## src/rtl/branch_next_pc.sv

```systemverilog
module branch_next_pc #(
  parameter logic [31:0] RESET_PC = 32'hBFC0_0000
) (
  input  logic        clk,
  input  logic        rst_n,
  input  logic [31:0] pc_i,
  input  logic [3:0]  kind_i,
  input  logic [31:0] opa_i,
  input  logic [31:0] opb_i,
  input  logic [15:0] offset_i,
  input  logic [25:0] index_i,
  input  logic [4:0]  link_dst_i,
  output logic [31:0] next_pc_o,
  output logic        taken_o,
  output logic [31:0] link_val_o,
  output logic        link_en_o,
  output logic [4:0]  link_reg_o
);
  localparam logic [3:0] K_SEQ = 4'd0, K_EQ = 4'd1, K_NE = 4'd2, K_GEZ = 4'd3,
                         K_GTZ = 4'd4, K_LEZ = 4'd5, K_LTZ = 4'd6, K_GEZL = 4'd7,
                         K_LTZL = 4'd8, K_J = 4'd9, K_JL = 4'd10, K_JR = 4'd11,
                         K_JRL = 4'd12;
  localparam logic [4:0] RA = 5'd31;

  logic [31:0] slot_pc, ret_pc, rel_tgt, abs_tgt;
  logic        same, neg, zero;

  assign slot_pc = pc_i + 32'd4;
  assign ret_pc  = pc_i + 32'd8;
  assign rel_tgt = slot_pc + {{14{offset_i[15]}}, offset_i, 2'b00};
  assign abs_tgt = {pc_i[31:28], index_i, 2'b00};
  assign same    = (opa_i == opb_i);
  assign neg     = opa_i[31];
  assign zero    = (opa_i == 32'd0);

  logic        take, lnk;
  logic [31:0] tgt;
  logic [4:0]  lreg;

  always_comb begin
    take = 1'b0;
    tgt  = rel_tgt;
    lnk  = 1'b0;
    lreg = RA;
    case (kind_i)
      K_EQ:   take = same;
      K_NE:   take = !same;
      K_GEZ:  take = !neg;
      K_GTZ:  take = !neg && !zero;
      K_LEZ:  take = neg || zero;
      K_LTZ:  take = neg;
      K_GEZL: begin take = !neg; lnk = 1'b1; end
      K_LTZL: begin take = neg;  lnk = 1'b1; end
      K_J:    begin take = 1'b1; tgt = abs_tgt; end
      K_JL:   begin take = 1'b1; tgt = abs_tgt; lnk = 1'b1; end
      K_JR:   begin take = 1'b1; tgt = opa_i; end
      K_JRL:  begin take = 1'b1; tgt = opa_i; lnk = 1'b1; lreg = link_dst_i; end
      default: ;
    endcase
  end

  always_ff @(posedge clk) begin
    if (!rst_n) begin
      next_pc_o  <= RESET_PC;
      taken_o    <= 1'b0;
      link_val_o <= '0;
      link_en_o  <= 1'b0;
      link_reg_o <= '0;
    end else begin
      next_pc_o  <= take ? tgt : slot_pc;
      taken_o    <= take;
      link_en_o  <= lnk;
      link_val_o <= lnk ? ret_pc : 32'd0;
      link_reg_o <= lnk ? lreg : 5'd0;
    end
  end

  a_r3_fallthrough: assert property (@(posedge clk) disable iff (!rst_n)
    $past(rst_n) && !taken_o |-> next_pc_o == $past(pc_i) + 32'd4);

  a_r7_link_value: assert property (@(posedge clk) disable iff (!rst_n)
    link_en_o |-> link_val_o == $past(pc_i) + 32'd8);

  a_r8_quiet_link: assert property (@(posedge clk) disable iff (!rst_n)
    !link_en_o |-> (link_val_o == 32'd0 && link_reg_o == 5'd0));

  a_r5_region_kept: assert property (@(posedge clk) disable iff (!rst_n)
    $past(rst_n) && ($past(kind_i) == K_J || $past(kind_i) == K_JL)
      |-> taken_o && next_pc_o[31:28] == $past(pc_i[31:28]));

  a_r7_cond_link_always: assert property (@(posedge clk) disable iff (!rst_n)
    $past(rst_n) && ($past(kind_i) == K_GEZL || $past(kind_i) == K_LTZL)
      |-> link_en_o && link_reg_o == RA);

  a_r6_reg_target: assert property (@(posedge clk) disable iff (!rst_n)
    $past(rst_n) && ($past(kind_i) == K_JR || $past(kind_i) == K_JRL)
      |-> taken_o && next_pc_o == $past(opa_i));
endmodule

```

## config.mk

```make
export PLATFORM = sky130hd
export DESIGN_NAME = branch_next_pc
export DESIGN_NICKNAME = d
export VERILOG_FILES = /design/src/rtl/branch_next_pc.sv
export SDC_FILE = /design/constraint.sdc
export NUM_CORES = 1
export LEC_CHECK = 0
export ABC_AREA = 1
export ABC_CLOCK_PERIOD_IN_PS = 5300
export BUFFER_PORTS_ARGS = -buffer_cell sky130_fd_sc_hd__buf_2
export CAP_MARGIN = 0
export CORE_AREA = 5 5 126 128
export DETAILED_ROUTE_END_ITERATION = 7
export DIE_AREA = 0 0 131 133
export PLACE_DENSITY = 0.76
export SYNTH_ARGS = -nofsm -noshare
export SYNTH_HDL_FRONTEND = slang
export SYNTH_SLANG_ARGS = --single-unit
```

## constraint.sdc

```tcl
create_clock -name clk -period 5.3 [get_ports clk]
set_input_delay 1.59 -clock clk [delete_from_list [all_inputs] [get_ports clk]]
set_output_delay 1.59 -clock clk [all_outputs]
set_load 0.02 [all_outputs]
```

Yosys cells after proc, flatten, opt, wreduce, memory -nomap -nowiden
Index checks and enable logic that the tools add are counted.
{"block": "totals", "regBits": 71, "latchBits": 0, "mem_bits_rw": 0, "romBits": 0, "in_bits": 149, "out_inout_bits": 71, "mem_count": 0}
{"block": "classes", "add_sub_neg": 3, "multipliers": 0, "div": 0, "magnitude_cmp": 0, "eq_ne": 13, "shift": 0, "mux": 5, "bitwise": 0, "reduce_logical": 13}
{"op": "32-bit one-hot mux with 2 select lines", "n": 1}
{"op": "32-bit by 3-bit adder with 32-bit output, second input constant", "n": 1}
{"op": "32-bit adder", "n": 1}
{"op": "32-bit by 4-bit adder with 32-bit output, second input constant", "n": 1}
{"op": "32-bit == test", "n": 1}
{"op": "32-bit zero test", "n": 1}
{"op": "32-bit two-way mux", "n": 1}
{"op": "4-bit == test, second input constant", "n": 5}
{"op": "4-bit by 3-bit == test with 1-bit output, second input constant", "n": 4}
{"op": "4-bit by 2-bit == test with 1-bit output, second input constant", "n": 2}
{"op": "2-bit OR reduction", "n": 4}
{"op": "4-bit OR reduction", "n": 2}
{"op": "1-bit one-hot mux with 7 select lines", "n": 1}
{"op": "5-bit two-way mux", "n": 1}
{"op": "4-bit by 1-bit == test with 1-bit output, second input constant", "n": 1}
{"op": "1-bit zero test", "n": 3}
{"op": "2-bit AND reduction", "n": 1}
{"op": "1-bit logical AND", "n": 1}
{"op": "1-bit logical OR", "n": 1}
{"op": "1-bit two-way mux", "n": 1}

Depth between registers and ports, before layout
{"block": "depth", "word_depth": 5, "mapped_depth": 23, "mapped_depth_nobuf": 23}

Worst setup path after synthesis
No wires, ideal clock.
{"block": "synth_path", "path_type": "input-to-reg", "from": "input port pc_i[3]", "to": "register next_pc_o[21]", "t_arrival_ns": 3.894, "t_required_ns": 5.188, "setup_slack_ns": 1.294, "cell_stages": 21, "path_buffers": 0, "path_cell_list": "ha_1 > inv_1 > nor2_2 > nand2_1 > nor2_1 > xor2_1 > nand2_1 > o21ai_0 > inv_1 > ha_1 > nand2_1 > nor2_1 > inv_1 > nor2_1 > nand3_1 > nand3_1 > nand2_1 > nand3_1 > nand3_1 > nor2_1 > nor2_1"}
{"block": "synth_between", "elab_chain_len": 4}
{"item": "start, declared", "line": "6", "source": "input logic [31:0] pc_i,"}
{"item": "32-bit by 3-bit adder with 32-bit output *", "line": "28", "source": "assign slot_pc = pc_i + 32'd4;"}
{"item": "32-bit adder", "line": "30", "source": "assign rel_tgt = slot_pc + {{14{offset_i[15]}}, offset_i, 2'b00};"}
{"item": "32-bit one-hot mux with 2 select lines", "line": "45", "source": "case (kind_i)"}
{"item": "32-bit two-way mux *", "line": "70", "source": "next_pc_o <= take ? tgt : slot_pc;"}
{"item": "end signal, assigned", "line": "70"}
{"item": "end, declared", "line": "13", "source": "output logic [31:0] next_pc_o,"}
Every way passes the cells marked *; elsewhere a longest branch is shown, timed or not.
A chain may end at the register's enable or synchronous reset.

Final worst setup path
{"block": "layout_path", "from": "input port pc_i[3]", "to": "register next_pc_o[29]"}
Same word-level chain as after synthesis.

==> key figures <==
Run status
  • Status: finished clean

Layout
  • Final net count: about 1,700
  • Synth-to-Final Area Change: 22.1%
  • Share of layout cells above drive strength 1: between 15 and 20%
  • Ant. Diodes: 0
  • Multi-input gate area in the final layout: ~0.0047 sq mm
  • Final Util: 58.8%
  • Fillers: 1,601
  • FF/Latch Area: approximately 0.0014 sq mm

Critical path
  • Crit-path max cell delay: approximately 0.4 ns
  • Most used cell, CP: nand2_1
  • Slowest stage cell, crit path: ha_1
  • WS Path Type: input port to register
  • Worst EP arrival: 4.80 ns
  • Critical path, cell by cell: buf_2 > ha_1 > inv_1 > nor2_2 > nand2_1 > nor2_1 > xor2_1 > nand2_1 > o21ai_0 > inv_1 > ha_1 > nand2_1 > nor2_1 > inv_1 > nor3_1 > nand2_1 > nand2_1 > nand2_1 > nand3_1 > nand2_1 > nand2_1 > nand3_1
  • CP max FO: 6
  • Setup crit start: pc_i[3]
  • Crit path capture: next_pc_o[29]
  • CP endpoint kind: register
  • Worst endpoint required time: between 5 and 6 ns
  • CP startpoint kind: input port

Floorplan
  • I/O pin total: 220
  • Width of the die: approximately 130 um
  • Core area: approximately 0.015 sq mm
  • Num rows: 45
  • Die Area: 0.0174 sq mm
  • Die height: ~130 um
  • Starting Density: about half

CTS
  • Clock transition at path regs: ~0.06 ns
  • Clk root buf: clkbuf_16
  • Cts repair resizes: 0
  • Hold buffers post-CTS: 0
  • CTS H-tree lvls: 3
  • CTS tree: yes
  • CTS Sinks: 71
  • Post-CTS setup buffers: 0
  • Maximum root-to-sink buffer count: 2
  • TritonCTS buffer count: 9

Job
  • Max-Cap Viols: 0

Pwr
  • Pwr per Cell Area: between 200 and 250 mW/mm^2
  • Comb pwr share: 38.5%
  • Sequential power share: a little under a third
  • Switching power: 764 uW
  • VDD IR max: around 150 uV
  • Clock Power Share: a little under a third
  • Switch share: between 30% and 40%
  • Total power: roughly 1900 uW
  • Int Pwr: approximately 1100 uW
  • LEAKAGE: 0.00499 uW

Logic synthesis
  • Main synth FF type: dfxtp_1
  • Distinct cells, synth: 43
  • Area leader, netlist: nand2_1
  • Synthesized area: between 0.007 and 0.008 sq mm
  • Syn Area/Cell: around 5.5 sq um
  • Top post-synthesis cells by count: nand2_1 (430), inv_1 (219), nor2_1 (205), nand3_1 (95), dfxtp_1 (71)
  • Post-synth EDFFs: 0
  • Most frequent cell after synthesis: nand2_1
  • Post-synthesis sequential area ratio: between 20 and 25%
  • Syn_nets: roughly 1,500
  • Warnings from Yosys: 0
  • Synth top area share: 22.7%
  • Seq cells post-synth: 71
  • Leading post-synthesis cells by cell area: nand2_1 (23%), dfxtp_1 (20%), inv_1 (12%)
  • Mapped Cells: about 1,300
  • FFs w/ async S/R, synth: 0%

STA
  • Worst setup margin: roughly 0.69 ns
  • Fin Setup TNS: 0 ns
  • Fmax: around 220 MHz
  • Fin. Hold Viols: 0
  • Final setup vio count: 0
  • Unrepaired setup endpoints after global routing: no
  • Worst Tran Pin Value: ~1.0 ns
  • Rel. slew slack: between 30% and 40%
  • Final slew viol count: 0
  • Crit path time final: ~4.6 ns
  • Fin crit share: between 80% and 90%
  • Hold_ws: ~1.5 ns

Place
  • RePlAce Congestion: approximately 1.0
  • Dpl ws: around 0.42 ns
  • Port-buffer cells: between 200 and 250
  • Final HPWL DP: 22.9 mm

Routing
  • Initial DRT Pass Iterations: 6
  • Routed WL: between 20 and 30 mm
  • Final ANT Viol Nets: 0
  • DRC errors left: 0
  • Routed WL per cell: approximately 16 um
  • Starting DRT DRC Count: about 880
  • Via count: 8,728
  • Via density: roughly 5.1

GRT
  • GRT Util Overall: 30.9%
  • Vias in the first global route: a little over 8,000
  • Pin count of the biggest net entering global routing: 37
  • Total gr overflow: 0
  • Global-route wire length before repair: ~42 mm
  • Antenna violations before repair: 2

Min path
  • Hold Crit Class: input port to register
-- cell families (layout without fill, tap and decap cells) --
family	Yosys count	after routing	synth area share, %
fa+ha+maj	38	38	6.80
simple gates	785	785	45.5
xor+xnor	58	58	7.15
flops	71	71	20.0
buf+inv	245	467	13.2
compound gates	91	91	7.36
-- metal layers --
metal  share of wire [%]  up-vias  GRT usage (%)
li1                    -     4395              -
met1                  42     3838           41.4
met2                  45      426           49.4
met3                 9.4       65           5.73
met4                 3.5        4           10.5
met5               0.051        -              0
-- power groups by stage --
stage	Sequential, uW	Clock, uW	Combinational, uW
4_1_cts	587	597	726
3_5_place_dp	599	0	722
5_1_grt	590	617	820
6_report	587	590	737
3_3_place_gp	598	0	720
2_1_floorplan	647	0	413
-- worst min path at each step --
stage	slack, ns	endpoint	startpoint	cells after the start
floorplan	1.66	link_val_o[3]	pc_i[3]	1
global placement	1.81	link_reg_o[1]	link_dst_i[1]	3
detailed placement	1.82	link_reg_o[2]	link_dst_i[2]	3
CTS	1.46	link_val_o[1]	pc_i[1]	3
global route	1.47	link_val_o[1]	pc_i[1]	3
finish	1.46	link_val_o[1]	pc_i[1]	3
-- per-stage QoR --
step	cells	cell area, sq um
5_1_grt	1698	8670
2_1_floorplan	1288	7100
3_5_place_dp	1682	8390
3_3_place_gp	1682	8390
6_report	1698	8670
4_1_cts	1698	8670
-- state kept, by name, indices dropped and copies added, names as in the netlist --
signal,cells
next_pc_o,32
taken_o,1
link_val_o,32
link_reg_o,5
link_en_o,1
-- layout make-up --
class	count	area share, %
Multi-Input combinational cell	972	54.7
Inverter	227	9.82
Clock buffer	9	2.60
Tap cell	188	2.71
Timing Repair Buffer	224	13.1
Sequential cell	71	16.4
Clock inverter	7	0.721
-- cells in the final DEF, fill, tap and decap left out, types with 2 or more instances in the layout --
master | Yosys | final
a21oi_1 | 37 | 37
a221oi_1 | 2 | 2
a31oi_1 | 4 | 4
buf_2 | 8 | 219
buf_4 | 0 | 5
clkbuf_16 | 0 | 9
clkinv_1 | 2 | 2
clkinvlp_4 | 0 | 3
dfxtp_1 | 71 | 71
ha_1 | 37 | 37
inv_1 | 219 | 219
inv_2 | 6 | 6
inv_6 | 0 | 2
inv_8 | 0 | 2
nand2_1 | 430 | 430
nand2_4 | 2 | 2
nand3_1 | 95 | 95
nand3b_1 | 4 | 4
nand4_1 | 17 | 17
nor2_1 | 205 | 205
nor3_1 | 16 | 16
nor3_2 | 2 | 2
o211ai_1 | 2 | 2
o21ai_0 | 20 | 20
o21bai_1 | 4 | 4
o221ai_1 | 2 | 2
o22ai_1 | 14 | 14
or2_2 | 4 | 4
or3_1 | 2 | 2
xnor2_1 | 29 | 29
xor2_1 | 29 | 29
-- critical path: cells and delay by family --
family	cells	cell delay, ns
buffers and inverters	4	0.52
and+or+nand+nor	14	1.63
xor gates and xnor gates	1	0.20
adders and majority gates	2	0.65
AOI/OAI and AO/OA	1	0.20
(Power assumes the default switching activity.)
